<file path="src/rtl/pwm_clkgen_pkg.sv">
// Shared field layout for the dual clock generator.
// Assumes each clock owns one CFG_W-wide half of the configuration word.
package pwm_clkgen_pkg;
    localparam int CFG_W   = 16;  // bits per clock configuration half
    localparam int DIV_W   = 8;   // linear divisor width
    localparam int EXP_W   = 4;   // prescale exponent field width
    localparam int EXP_LSB = 8;   // exponent position inside a half
    localparam int MAX_EXP = 10;  // largest honoured exponent
    localparam int NUM_CLK = 2;   // clocks packed in the register
endpackage

</file>
<file path="src/rtl/pwm_clkgen_regs.sv">
// Configuration register with per-half change detection.
// Assumes a single register at address 0; other addresses read as zero.
module pwm_clkgen_regs #(
    parameter int ADDR_W  = 4,
    parameter int CFG_W   = 16,
    parameter int NUM_CLK = 2,
    localparam int DATA_W = CFG_W * NUM_CLK
) (
    input  logic              clk,
    input  logic              rst_n,
    input  logic              wr_en,
    input  logic [ADDR_W-1:0] addr,
    input  logic [DATA_W-1:0] wdata,
    output logic [DATA_W-1:0] mode_q,
    output logic [NUM_CLK-1:0] restart,
    output logic [DATA_W-1:0] rdata
);
    logic hit;

    // Decode a write aimed at the configuration register.
    always_comb hit = wr_en && (addr == '0);

    // Hold the configuration word.
    always_ff @(posedge clk) begin
        if (!rst_n)
            mode_q <= '0;
        else if (hit)
            mode_q <= wdata;
    end

    // Flag each half whose contents a write is about to change.
    for (genvar g = 0; g < NUM_CLK; g++) begin : g_chg
        always_comb restart[g] = hit && (wdata[g*CFG_W +: CFG_W] != mode_q[g*CFG_W +: CFG_W]);
    end

    // Return the register for address 0, zero elsewhere.
    always_comb rdata = (addr == '0) ? mode_q : '0;
endmodule

</file>
<file path="src/rtl/pwm_clkgen_div.sv">
// One prescale-and-divide channel producing a registered one-cycle enable.
// Assumes restart is asserted on the edge where its configuration changes;
// the new divisor and exponent are then visible from the following cycle.
module pwm_clkgen_div #(
    parameter int DIV_W   = 8,
    parameter int EXP_W   = 4,
    parameter int MAX_EXP = 10,
    localparam int PRE_W  = MAX_EXP
) (
    input  logic             clk,
    input  logic             rst_n,
    input  logic             restart_i,
    input  logic [DIV_W-1:0] div_i,
    input  logic [EXP_W-1:0] exp_i,
    output logic             en_o
);
    logic [EXP_W-1:0] exp_eff;
    logic [PRE_W:0]   one_sh;
    logic [PRE_W-1:0] mask;
    logic [PRE_W-1:0] pre_q;
    logic [DIV_W-1:0] cnt_q;
    logic             tick, last, active;

    // Saturate the exponent and build the prescale tap mask.
    always_comb begin
        exp_eff = (exp_i > EXP_W'(MAX_EXP)) ? EXP_W'(MAX_EXP) : exp_i;
        one_sh  = (PRE_W+1)'(1) << exp_eff;
        mask    = one_sh[PRE_W-1:0] - PRE_W'(1);
        tick    = (pre_q & mask) == mask;
        active  = (div_i != '0);
        last    = (cnt_q == div_i - DIV_W'(1));
    end

    // Advance the prescaler, count prescaled ticks, emit the enable.
    always_ff @(posedge clk) begin
        if (!rst_n || restart_i) begin
            pre_q <= '0;
            cnt_q <= '0;
            en_o  <= 1'b0;
        end else begin
            pre_q <= pre_q + PRE_W'(1);
            en_o  <= 1'b0;
            if (tick && active) begin
                if (last) begin
                    cnt_q <= '0;
                    en_o  <= 1'b1;
                end else begin
                    cnt_q <= cnt_q + DIV_W'(1);
                end
            end
        end
    end
endmodule

</file>
<file path="src/rtl/pwm_clkgen_dual.sv">
// Top: configuration register plus two divider channels (A low half, B high half).
// Assumes a single clock domain; enables are registered.
module pwm_clkgen_dual
    import pwm_clkgen_pkg::*;
#(
    parameter int ADDR_W = 4
) (
    input  logic              clk,
    input  logic              rst_n,
    input  logic              wr_en,
    input  logic [ADDR_W-1:0] addr,
    input  logic [31:0]       wdata,
    output logic [31:0]       rdata,
    output logic              clka_en,
    output logic              clkb_en
);
    localparam int DATA_W = CFG_W * NUM_CLK;

    logic [DATA_W-1:0]  mode_q;
    logic [NUM_CLK-1:0] restart;
    logic [NUM_CLK-1:0] en;

    pwm_clkgen_regs #(
        .ADDR_W (ADDR_W),
        .CFG_W  (CFG_W),
        .NUM_CLK(NUM_CLK)
    ) u_regs (
        .clk    (clk),
        .rst_n  (rst_n),
        .wr_en  (wr_en),
        .addr   (addr),
        .wdata  (wdata),
        .mode_q (mode_q),
        .restart(restart),
        .rdata  (rdata)
    );

    for (genvar g = 0; g < NUM_CLK; g++) begin : g_clk
        pwm_clkgen_div #(
            .DIV_W  (DIV_W),
            .EXP_W  (EXP_W),
            .MAX_EXP(MAX_EXP)
        ) u_div (
            .clk      (clk),
            .rst_n    (rst_n),
            .restart_i(restart[g]),
            .div_i    (mode_q[g*CFG_W +: DIV_W]),
            .exp_i    (mode_q[g*CFG_W + EXP_LSB +: EXP_W]),
            .en_o     (en[g])
        );
    end

    // Map channel enables to named outputs.
    always_comb begin
        clka_en = en[0];
        clkb_en = en[1];
    end
endmodule

</file>
<file path="config.mk">
export PLATFORM = sky130hd
export DESIGN_NAME = pwm_clkgen_dual
export DESIGN_NICKNAME = d
export VERILOG_FILES = /design/src/rtl/pwm_clkgen_pkg.sv /design/src/rtl/pwm_clkgen_regs.sv /design/src/rtl/pwm_clkgen_div.sv /design/src/rtl/pwm_clkgen_dual.sv
export SDC_FILE = /design/constraint.sdc
export NUM_CORES = 1
export LEC_CHECK = 0
export BUFFER_PORTS_ARGS = -buffer_cell sky130_fd_sc_hd__buf_2
export CORE_ASPECT_RATIO = 1.25
export CORE_MARGIN = 2
export CORE_UTILIZATION = 55
export DETAILED_ROUTE_END_ITERATION = 8
export PLACE_DENSITY = 0.81
export SYNTH_ARGS = -nofsm -noshare
export SYNTH_HDL_FRONTEND = slang
export SYNTH_SLANG_ARGS = --single-unit
</file>
<file path="constraint.sdc">
create_clock -name clk -period 3.3 [get_ports clk]
set_input_delay 0.33 -clock clk [delete_from_list [all_inputs] [get_ports clk]]
set_output_delay 0.33 -clock clk [all_outputs]
set_load 0.02 [all_outputs]
</file>
==> results.txt, run 1 <==
Outcome - complete, no violations
Vias - 3817
Critical Path Start Type - flop
Die area - 8480 um^2
Final setup violation count - 0
Post-synth ARST share - 0%
DRT antenna net count - 0
Slowest cell delay on critical path - 0.53 ns
Register area - 1400 um^2
Crit. Startpoint - u_regs.mode_q[24]$_SDFFE_PN0P_
Die Y - 102 um
Setup TNS Final - 0 ns
Post_cts resized - 0
Tot Pwr - 0.00175 W
Clk Latency, worst-skew pair - 0.35 ns
Largest net degree at the start of global routing - 35
Ant. Diodes - 0
CP cell instances - inv_1 > or4_1 > ha_1 > nor2b_1 > a221oi_1 > nand4_1 > a211oi_4 > buf_4 > nand4_1 > xor2_1 > nor2_1
Pwr dens - 360 nW/um^2
Dpl hpwl - 7400 um
Tmin final - 2.95 ns
H-tree levels - 3
Mapped Area - 4270 um^2
# fillers - 641
Worst setup margin - 0.354 ns
CORE AREA - 7440 um^2
1st-pass router iterations - 4
Initial antenna violation count - 0
Post-synthesis sequential area ratio - 32.8%
Clock transition at the registers of the reported paths - 0.08 ns
CTS Buf Count - 9
Source of the worst hold timing path - wdata[7]
Fin. Hold Viols - 0
Congestion Overflow GR - 0
Synthesis-to-finish area growth - 13.7%
Layout cell share with drive strength beyond 1 - 17.3%
Drt drc - 0
# IOs - 73
Post-synth EDFFs - 0
Leading cell type in the layout, fill and taps excluded - nand2_1
CTS tree - done
Fmax - 339 MHz
Avg Inst Size Synth - 7.97 um^2
Period utilization - 89.3%
Buffers on Ports - 72
Setup crit end kind - flop
Hold Crit Class - in2reg
Global-route wire length before repair - 16700 um
Final Slew Violations - 0
Overall Global Routing Usage - 25.4%
Net Count, Synth - 582
Layout Nets - 637
Layout Skew - 0.0140 ns
Post-Synthesis Cells - 535
Max_cap viols - 0
Final wirelength - 10200 um
Data arrival time of the critical path - 3.18 ns
Most frequent CP cell - nand4_1
LEAKAGE - 1.89 nW
CP max stage cell - or4_1
Slew margin rel. - 50.3%
Crit Path Category - reg2reg
DP Worst Slack - 0.349 ns
Chip width - 82.8 um
Max VDD drop - 0.280 mV
Row Count - 35
Synth Warn # - 0
Vias in the first global route - 3653
Most frequent cells in the layout - 78 x nand2_1, 72 x buf_2, 70 x dfxtp_1, 55 x xnor2_1, 42 x nor2_1
Vias/cell - 5.56
Area of the multi-input gates - 2670 um^2
GP Congestion - 0.881
Iteration-0 DRC Markers - 268
RR Startpoint - u_regs.mode_q[24]$_SDFFE_PN0P_
Clk sinks - 70
Post-synthesis cell type count - 55
RSZ-0062 raised after global routing - no
Effective utilization at floorplan - 57.3%
Synth Flop Type - dfxtp_1
WP data required - 3.53 ns
Worst-path maximum fanout - 9
Slew @ Worst Pin - 0.739 ns
Post-CTS setup buffer count - 0
CTS Root Cell - clkbuf_8
#FFs+latches synth - 70
Routed WL per cell - 14.8 um
Hold_ws - 0.245 ns
CTS hold repair buffers - 0
Max clock buf depth - 2
layer usage:
metal / track usage, % / vias up / part of all wire, %
li1: - / 1904 / -
met1: 30.0 / 1784 / 41
met2: 43.6 / 102 / 51
met3: 4.95 / 27 / 4.5
met4: 12.4 / 0 / 3.5
met5: 0 / - / 0
cell type report:
| type | instances | share of cell area [%] |
|---|---|---|
| multi-input combinational | 416 | 55.1 |
| tap | 92 | 2.37 |
| sequential | 70 | 28.9 |
| clock buffer | 10 | 2.63 |
| clock inverter | 6 | 1.29 |
| timing repair buffer | 80 | 8.67 |
| inverter | 13 | 1.01 |
Yosys cell counts, types with 3 or more instances:
library cell / number / area, um^2
nand2b_1: 4 / 25.0
nor2b_1: 10 / 62.6
a21boi_0: 32 / 240
mux2i_1: 3 / 30.0
nor3_1: 4 / 20.0
nand4_1: 18 / 113
a21oi_1: 12 / 60.1
ha_1: 8 / 100
buf_2: 5 / 25.0
nor4_1: 8 / 50.1
dfxtp_1: 70 / 1400
nor2_1: 42 / 158
o21ai_0: 12 / 60.1
clkbuf_1: 30 / 113
nand3_1: 12 / 60.1
or3_1: 7 / 43.8
o21bai_1: 4 / 30.0
inv_1: 13 / 48.8
and2_1: 35 / 219
nand2_1: 78 / 293
xor2_1: 24 / 210
or4_1: 3 / 22.5
and3_1: 7 / 43.8
nand3b_1: 4 / 30.0
xnor2_1: 55 / 482
state kept, by name (all words and copies together) (netlist names):
register           flops
u_regs.mode_q         32
g_clk.u_div.pre_q     20
g_clk.u_div.cnt_q     16
g_clk.u_div.en_o       2
final timing paths:
check	end	slack, ns	cells past startpoint
worst min register to register	g_clk[0].u_div.pre_q[0]$_SDFF_PP0_	0.48	1
worst max-delay path	g_clk[1].u_div.cnt_q[5]$_SDFFE_PP0P_	0.35	11
worst min-delay path	u_regs.mode_q[7]$_SDFFE_PN0P_	0.24	3
worst max register to register	g_clk[1].u_div.cnt_q[5]$_SDFFE_PP0P_	0.35	11
kinds of logic after synthesis:
family | synth area share, %
muxes | 0.968
adders and majority gates | 2.35
DFF | 32.8
xor gates and xnor gates | 16.2
and+or+nand+nor | 29.4
buffers and inverters | 4.63
AOI/OAI and AO/OA | 13.6
through the flow:
stage	instances	cell area (um^2)	utilization, %
floorplan	535	4270	-
global placement	671	4660	62.6
detailed placement	671	4660	62.6
CTS	687	4850	65.1
global route	687	4850	65.1
finish	687	4850	65.1
worst max-delay path: cells and delay by family (launching register included):
kind,cells,cell delay [ns]
xor gates and xnor gates,1,0.17
buffers and inverters,2,0.28
and+or+nand+nor,5,1.05
DFF,1,0.48
AOI/OAI and AO/OA,2,0.58
adders and majority gates,1,0.27
where the power goes:
part	internal, W	switching [W]	total [W]	leakage [nW]
combinational	0.0000872	0.0000943	0.000182	1.23
sequential	0.000858	0.0000235	0.000882	0.566
clock	0.000348	0.000334	0.000682	0.100
total	0.00129	0.000452	0.00175	1.89
Note: power is estimated with default switching activity, not from simulation.
==> run 2: changes to the inputs <==
- CORE_MARGIN: 2 -> 1.5
==> results.txt, run 2 (synthesized netlist as in run 1, its figures left out) <==
Dpl hpwl - 7260 um (was 7400 um)
Largest net degree at the start of global routing - 35 (unchanged)
Vias - 3816 (was 3817)
Most frequent cells in the layout - 78 x nand2_1, 72 x buf_2, 70 x dfxtp_1, 55 x xnor2_1, 42 x nor2_1 (unchanged)
Hold Path Cell Cnt - 3 (unchanged)
Cells on worst reg2reg path - 10 (was 11)
Slowest cell delay on critical path - 0.55 ns (was 0.53 ns)
Max VDD drop - 0.346 mV (was 0.280 mV)
Final setup violation count - 0 (unchanged)
Leading cell type in the layout, fill and taps excluded - nand2_1 (unchanged)
Tot Pwr - 0.00168 W (was 0.00175 W)
Data arrival time of the critical path - 3.31 ns (was 3.18 ns)
Die area - 8300 um^2 (was 8480 um^2)
Clk Latency, worst-skew pair - 0.35 ns (about the same)
Ant. Diodes - 0 (unchanged)
Max clock buf depth - 2 (unchanged)
Tmin final - 3.09 ns (was 2.95 ns)
Setup TNS Final - 0 ns (unchanged)
Buffers on Ports - 72 (unchanged)
CTS Root Cell - clkbuf_8 (unchanged)
WL met3 - 524 um (was 458 um)
Clock transition at the registers of the reported paths - 0.08 ns (about the same)
Routed WL per cell - 14.5 um (was 14.8 um)
Vias in the first global route - 3686 (was 3653)
Fin. Hold Viols - 0 (unchanged)
Setup crit end kind - flop (unchanged)
Overall Global Routing Usage - 25.7% (was 25.4%)
Die Y - 101 um (was 102 um)
Global-route wire length before repair - 16600 um (was 16700 um)
CP cell instances - inv_1 > or4_1 > ha_1 > nor2b_1 > a221oi_1 > nand4_1 > a211oi_4 > o211ai_1 > nand2b_1 > nor2_1 (was inv_1 > or4_1 > ha_1 > nor2b_1 > a221oi_1 > nand4_1 > a211oi_4 > buf_4 > nand4_1 > xor2_1 > nor2_1)
Layout Nets - 636 (was 637)
Critical Path Start Type - flop (unchanged)
Max_cap viols - 0 (unchanged)
Largest regs - u_regs.mode_q x32, g_clk.u_div.pre_q x20, g_clk.u_div.cnt_q x16 (unchanged)
Effective utilization at floorplan - 57.3% (unchanged)
Synthesis-to-finish area growth - 13.0% (was 13.7%)
Period utilization - 93.6% (was 89.3%)
CTS tree - done (unchanged)
Met1 Wirelength - 4100 um (was 4150 um)
Row Count - 35 (unchanged)
CP max stage cell - or4_1 (unchanged)
DR WL met2 - 5060 um (was 5200 um)
Fmax - 324 MHz (was 339 MHz)
Slew @ Worst Pin - 0.662 ns (was 0.739 ns)
Outcome - complete, no violations (unchanged)
1st-pass router iterations - 4 (unchanged)
Iteration-0 DRC Markers - 234 (was 268)
Clk sinks - 70 (unchanged)
Initial antenna violation count - 0 (unchanged)
Congestion Overflow GR - 0 (unchanged)
RSZ-0062 raised after global routing - no (unchanged)
Hold Crit Class - in2reg (unchanged)
CORE AREA - 7440 um^2 (unchanged)
Reg2Reg Setup Slack - 0.21 ns (was 0.35 ns)
Largest Register - u_regs.mode_q (unchanged)
LEAKAGE - 1.87 nW (was 1.89 nW)
Drt drc - 0 (unchanged)
Vias/cell - 5.57 (was 5.56)
Post_cts resized - 0 (unchanged)
Worst-path maximum fanout - 9 (unchanged)
CTS Buf Count - 9 (unchanged)
WP data required - 3.52 ns (was 3.53 ns)
Crit Path Category - reg2reg (unchanged)
DRT antenna net count - 0 (unchanged)
# IOs - 73 (unchanged)
Pwr dens - 349 nW/um^2 (was 360 nW/um^2)
Layout Skew - 0.0110 ns (was 0.0140 ns)
Slew margin rel. - 55.5% (was 50.3%)
Final wirelength - 9950 um (was 10200 um)
GP Congestion - 0.868 (was 0.881)
Highest metal used - met4 (unchanged)
Final Slew Violations - 0 (unchanged)
Max reg flops - 32 (unchanged)
CTS hold repair buffers - 0 (unchanged)
Chip width - 81.8 um (was 82.8 um)
Post-CTS setup buffer count - 0 (unchanged)
H-tree levels - 3 (unchanged)
Layout cell share with drive strength beyond 1 - 16.7% (was 17.3%)
run 2: changes by cell type in the layout (fill, tap and decap cells not counted):
cell and change:
buf_4 -1, clkinv_4 -2, clkinv_2 -2, clkbuf_1 +2, clkbuf_8 +2, bufinv_16 -1
run 2: cell type report:
type,count,area (um^2)
Multi-Input combinational cell,416,2670
Fill cell,634,2630
Sequential cell,70,1400
Timing Repair Buffer,79,413
Clock buffer,14,163
Tap cell,92,115
Inverter,13,48.8
Clock inverter,1,5.00
run 2: per-layer routing:
layer | track usage (%) | vias up
li1 | - | 1905
met1 | 29.5 | 1786
met2 | 46.6 | 107
met3 | 3.24 | 18
met4 | 11.3 | 0
met5 | 0 | -
run 2: report_power, final:
part           switching, W  leakage, nW  internal (W)
clock              0.000312       0.0865      0.000310
sequential        0.0000235        0.566      0.000859
combinational     0.0000932         1.22     0.0000853
total              0.000428         1.87       0.00125
run 2: worst max-delay path, delay by kind of cell, from the launching register on:
family          cells  cell delay (ns)
simple gates        5             1.28
fa+ha+maj           1             0.27
compound gates      3             0.84
flops               1             0.49
buf+inv             1             0.09
run 2: path summary, 6_finish.rpt:
check,startpoint,end
worst max-delay path,u_regs.mode_q[24]$_SDFFE_PN0P_,g_clk[1].u_div.cnt_q[2]$_SDFFE_PP0P_
worst min-delay path,wdata[3],u_regs.mode_q[3]$_SDFFE_PN0P_
worst max register to register,u_regs.mode_q[24]$_SDFFE_PN0P_,g_clk[1].u_div.cnt_q[2]$_SDFFE_PP0P_
worst min register to register,g_clk[0].u_div.pre_q[0]$_SDFF_PP0_,g_clk[0].u_div.pre_q[0]$_SDFF_PP0_
run 2: per-stage QoR:
| stage | instance area (um^2) | std cells | setup slack [ns] | util [%] | hold slack (ns) |
|---|---|---|---|---|---|
| after global routing | 4820 | 685 | 0.0101 | 64.7 | 0.250 |
| after floorplan | 4270 | 535 | 0.565 | - | 0.437 |
| after detailed placement | 4650 | 670 | 0.196 | 62.5 | 0.466 |
| after CTS | 4820 | 685 | 0.187 | 64.7 | 0.237 |
| final | 4820 | 685 | 0.211 | 64.7 | 0.244 |
| after global placement | 4650 | 670 | 0.384 | 62.5 | 0.451 |
==> run 3: changes to the inputs <==
- ABC_AREA: default -> 1
==> results.txt, run 3 <==
# fillers - 743 (was 634)
CORE AREA - 7790 um^2 (was 7440 um^2)
Vias in the first global route - 4176 (was 3686)
Max reg flops - 32 (unchanged)
WP data required - 2.97 ns (was 3.52 ns)
Layout Nets - 810 (was 636)
Mapped Area - 4400 um^2 (was 4270 um^2)
Chip width - 83.0 um (was 81.8 um)
Count leader, synth - nand2_1 (unchanged)
Avg Inst Size Synth - 6.32 um^2 (was 7.97 um^2)
Max VDD drop - 0.283 mV (was 0.346 mV)
Setup crit end kind - output port (was flop)
Buffers on Ports - 72 (unchanged)
Source of the worst hold timing path - wdata[23] (was wdata[3])
Hold Path Cell Cnt - 3 (unchanged)
Crit Path Category - in2out (was reg2reg)
Tmin final - 2.18 ns (was 3.09 ns)
Largest net degree at the start of global routing - 65 (was 35)
Period utilization - 66.0% (was 93.6%)
Post-Synthesis Cells - 697 (was 535)
Leading area contributor after synthesis - dfxtp_1 (unchanged)
Congestion Overflow GR - 0 (unchanged)
Overall Global Routing Usage - 25.2% (was 25.7%)
Fmax - 459 MHz (was 324 MHz)
Net Count, Synth - 744 (was 582)
Final setup violation count - 0 (unchanged)
Pwr dens - 361 nW/um^2 (was 349 nW/um^2)
Most frequent cells in the layout - 147 x nand2_1, 125 x nor2_1, 80 x inv_1, 72 x buf_2, 70 x dfxtp_1 (was 78 x nand2_1, 72 x buf_2, 70 x dfxtp_1, 55 x xnor2_1, 42 x nor2_1)
Largest Register - u_regs.mode_q (unchanged)
Final wirelength - 10500 um (was 9950 um)
Post_cts resized - 0 (unchanged)
Design area - 4980 um^2 (was 4820 um^2)
CTS Root Cell - clkbuf_8 (unchanged)
DRT antenna net count - 0 (unchanged)
Post-CTS setup buffer count - 0 (unchanged)
Max clock buf depth - 2 (unchanged)
CTS tree - done (unchanged)
WHS Endpoint - u_regs.mode_q[23]$_SDFFE_PN0P_ (was u_regs.mode_q[3]$_SDFFE_PN0P_)
Iteration-0 DRC Markers - 187 (was 234)
Global-route wire length before repair - 17700 um (was 16600 um)
Hold Crit Class - in2reg (unchanged)
Row Count - 36 (was 35)
Largest regs - u_regs.mode_q x32, g_clk.u_div.pre_q x20, g_clk.u_div.cnt_q x16 (unchanged)
Layout Skew - 0.00497 ns (was 0.0110 ns)
H-tree levels - 3 (unchanged)
Synth Warn # - 0 (unchanged)
Vias - 4501 (was 3816)
Drt drc - 0 (unchanged)
1st-pass router iterations - 7 (was 4)
Data arrival time of the critical path - 1.85 ns (was 3.31 ns)
Routed WL per cell - 12.2 um (was 14.5 um)
Util after Layout - 63.9% (was 64.7%)
Initial antenna violation count - 2 (was 0)
RSZ-0062 raised after global routing - no (unchanged)
Slew @ Worst Pin - 1.08 ns (was 0.662 ns)
Reg-to-reg endpoint - g_clk[1].u_div.cnt_q[5]$_SDFFE_PP0P_ (was g_clk[1].u_div.cnt_q[2]$_SDFFE_PP0P_)
Reg2Reg Setup Slack - 1.14 ns (was 0.21 ns)
Fin. Hold Viols - 0 (unchanged)
Die Y - 103 um (was 101 um)
Worst-path maximum fanout - 32 (was 9)
GP Congestion - 0.919 (was 0.868)
Layout cell share with drive strength beyond 1 - 13.6% (was 16.7%)
#FFs+latches synth - 70 (unchanged)
LEAKAGE - 2.16 nW (was 1.87 nW)
Synthesis-to-finish area growth - 13.1% (was 13.0%)
Post-synth EDFFs - 0 (unchanged)
Effective utilization at floorplan - 56.5% (was 57.3%)
Post-DP Area - 4810 um^2 (was 4650 um^2)
Post-synthesis sequential area ratio - 31.8% (was 32.8%)
Post-synth ARST share - 0% (unchanged)
# IOs - 73 (unchanged)
CTS Buf Count - 9 (unchanged)
Die area - 8560 um^2 (was 8300 um^2)
Hold_ws - 0.289 ns (was 0.244 ns)
Finished Layout Cells - 860 (was 685)
Clk sinks - 70 (unchanged)
Critical Path Start Type - input pin (was flop)
Post-synth top area share - 31.8% (was 32.8%)
RR Startpoint - u_regs.mode_q[25]$_SDFFE_PN0P_ (was u_regs.mode_q[24]$_SDFFE_PN0P_)
Vias/cell - 5.23 (was 5.57)
Clk Latency, worst-skew pair - 0.35 ns (about the same)
Slew margin rel. - 27.8% (was 55.5%)
Leading cell type in the layout, fill and taps excluded - nand2_1 (unchanged)
Clock transition at the registers of the reported paths - 0.07 ns (was 0.08 ns)
Dpl hpwl - 8000 um (was 7260 um)
Final Slew Violations - 0 (unchanged)
Synth Flop Type - dfxtp_1 (unchanged)
Top cells by count, synth - 148 x nand2_1, 125 x nor2_1, 80 x inv_1, 70 x dfxtp_1, 57 x nand3_1 (was 78 x nand2_1, 70 x dfxtp_1, 55 x xnor2_1, 42 x nor2_1, 35 x and2_1)
Cells on worst reg2reg path - 12 (was 10)
CTS hold repair buffers - 0 (unchanged)
Placed cell count - 847 (was 670)
Max_cap viols - 0 (unchanged)
Setup TNS Final - 0 ns (unchanged)
Outcome - complete, no violations (unchanged)
Synth top area cells - dfxtp_1 32%, nand2_1 13%, nor2_1 11% (was dfxtp_1 33%, xnor2_1 11%, nand2_1 6.9%)
Post-synthesis cell type count - 29 (was 55)
[run 3: cell count changes in the layout (fill, tap and decap cells not counted), sizes merged, moves of 10 or more]
cell	previous run	this run
a21boi	32	0
a21oi	12	47
and2	37	0
inv	13	83
nand2	78	150
nand3	12	58
nor2	42	133
nor2b	10	0
o21ai	13	40
xnor2	55	27
[run 3: worst max path at each step]
| stage | start | endpoint | cells past startpoint |
|---|---|---|---|
| after floorplan | u_regs.mode_q[25]$_SDFFE_PN0P_ | g_clk[1].u_div.cnt_q[0]$_SDFFE_PP0P_ | 14 |
| after global placement | addr[1] | rdata[0] | 5 |
| after detailed placement | addr[1] | rdata[0] | 5 |
| after CTS | addr[1] | rdata[0] | 5 |
| after global routing | u_regs.mode_q[25]$_SDFFE_PN0P_ | g_clk[1].u_div.cnt_q[3]$_SDFFE_PP0P_ | 13 |
| final | addr[1] | rdata[15] | 5 |
[run 3: cells by family after synthesis]
group / after synthesis / share of synthesized area, %
AO/OA/AOI/OAI: 88 / 10.1
XOR/XNOR: 45 / 8.95
flip-flops: 70 / 31.8
buffers and inverters: 102 / 8.98
AND/OR/NAND/NOR: 384 / 37.9
adder cells (fa/ha/maj): 8 / 2.27
[run 3: cell type report]
type	instances	area, um^2	area share [%]
Tap cell	95	119	2.39
Inverter	84	315	6.33
Clock inverter	3	40.0	0.804
Antenna cell	1	2.50	0.0503
Timing Repair Buffer	73	368	7.39
Multi-Input combinational cell	525	2610	52.4
Sequential cell	70	1400	28.1
Clock buffer	9	124	2.49
[run 3: per-stage QoR]
stage               setup WS (ns)  total power [W]
finish                       1.12          0.00180
global route                0.857          0.00188
CTS                          1.08          0.00181
detailed placement           1.08          0.00117
global placement             1.13          0.00116
floorplan                    1.43          0.00110
[run 3: worst max-delay path, cell delays in order]
cell    delay, ns
buf_2        0.09
nor4_1       0.40
inv_1        0.57
nor2_1       0.25
buf_2        0.19
[run 3: power by group]
part	internal (W)	switching, W
Combinational	0.000102	0.000163
Sequential	0.000864	0.0000226
Clock	0.000330	0.000315
[run 3: metal layers]
layer	up-vias	routed length (um)	GRT usage (%)
li1	2348	-	-
met4	0	242	10.3
met2	91	5190	46.4
met3	24	514	6.33
met1	2038	4500	28.1
met5	-	0	0
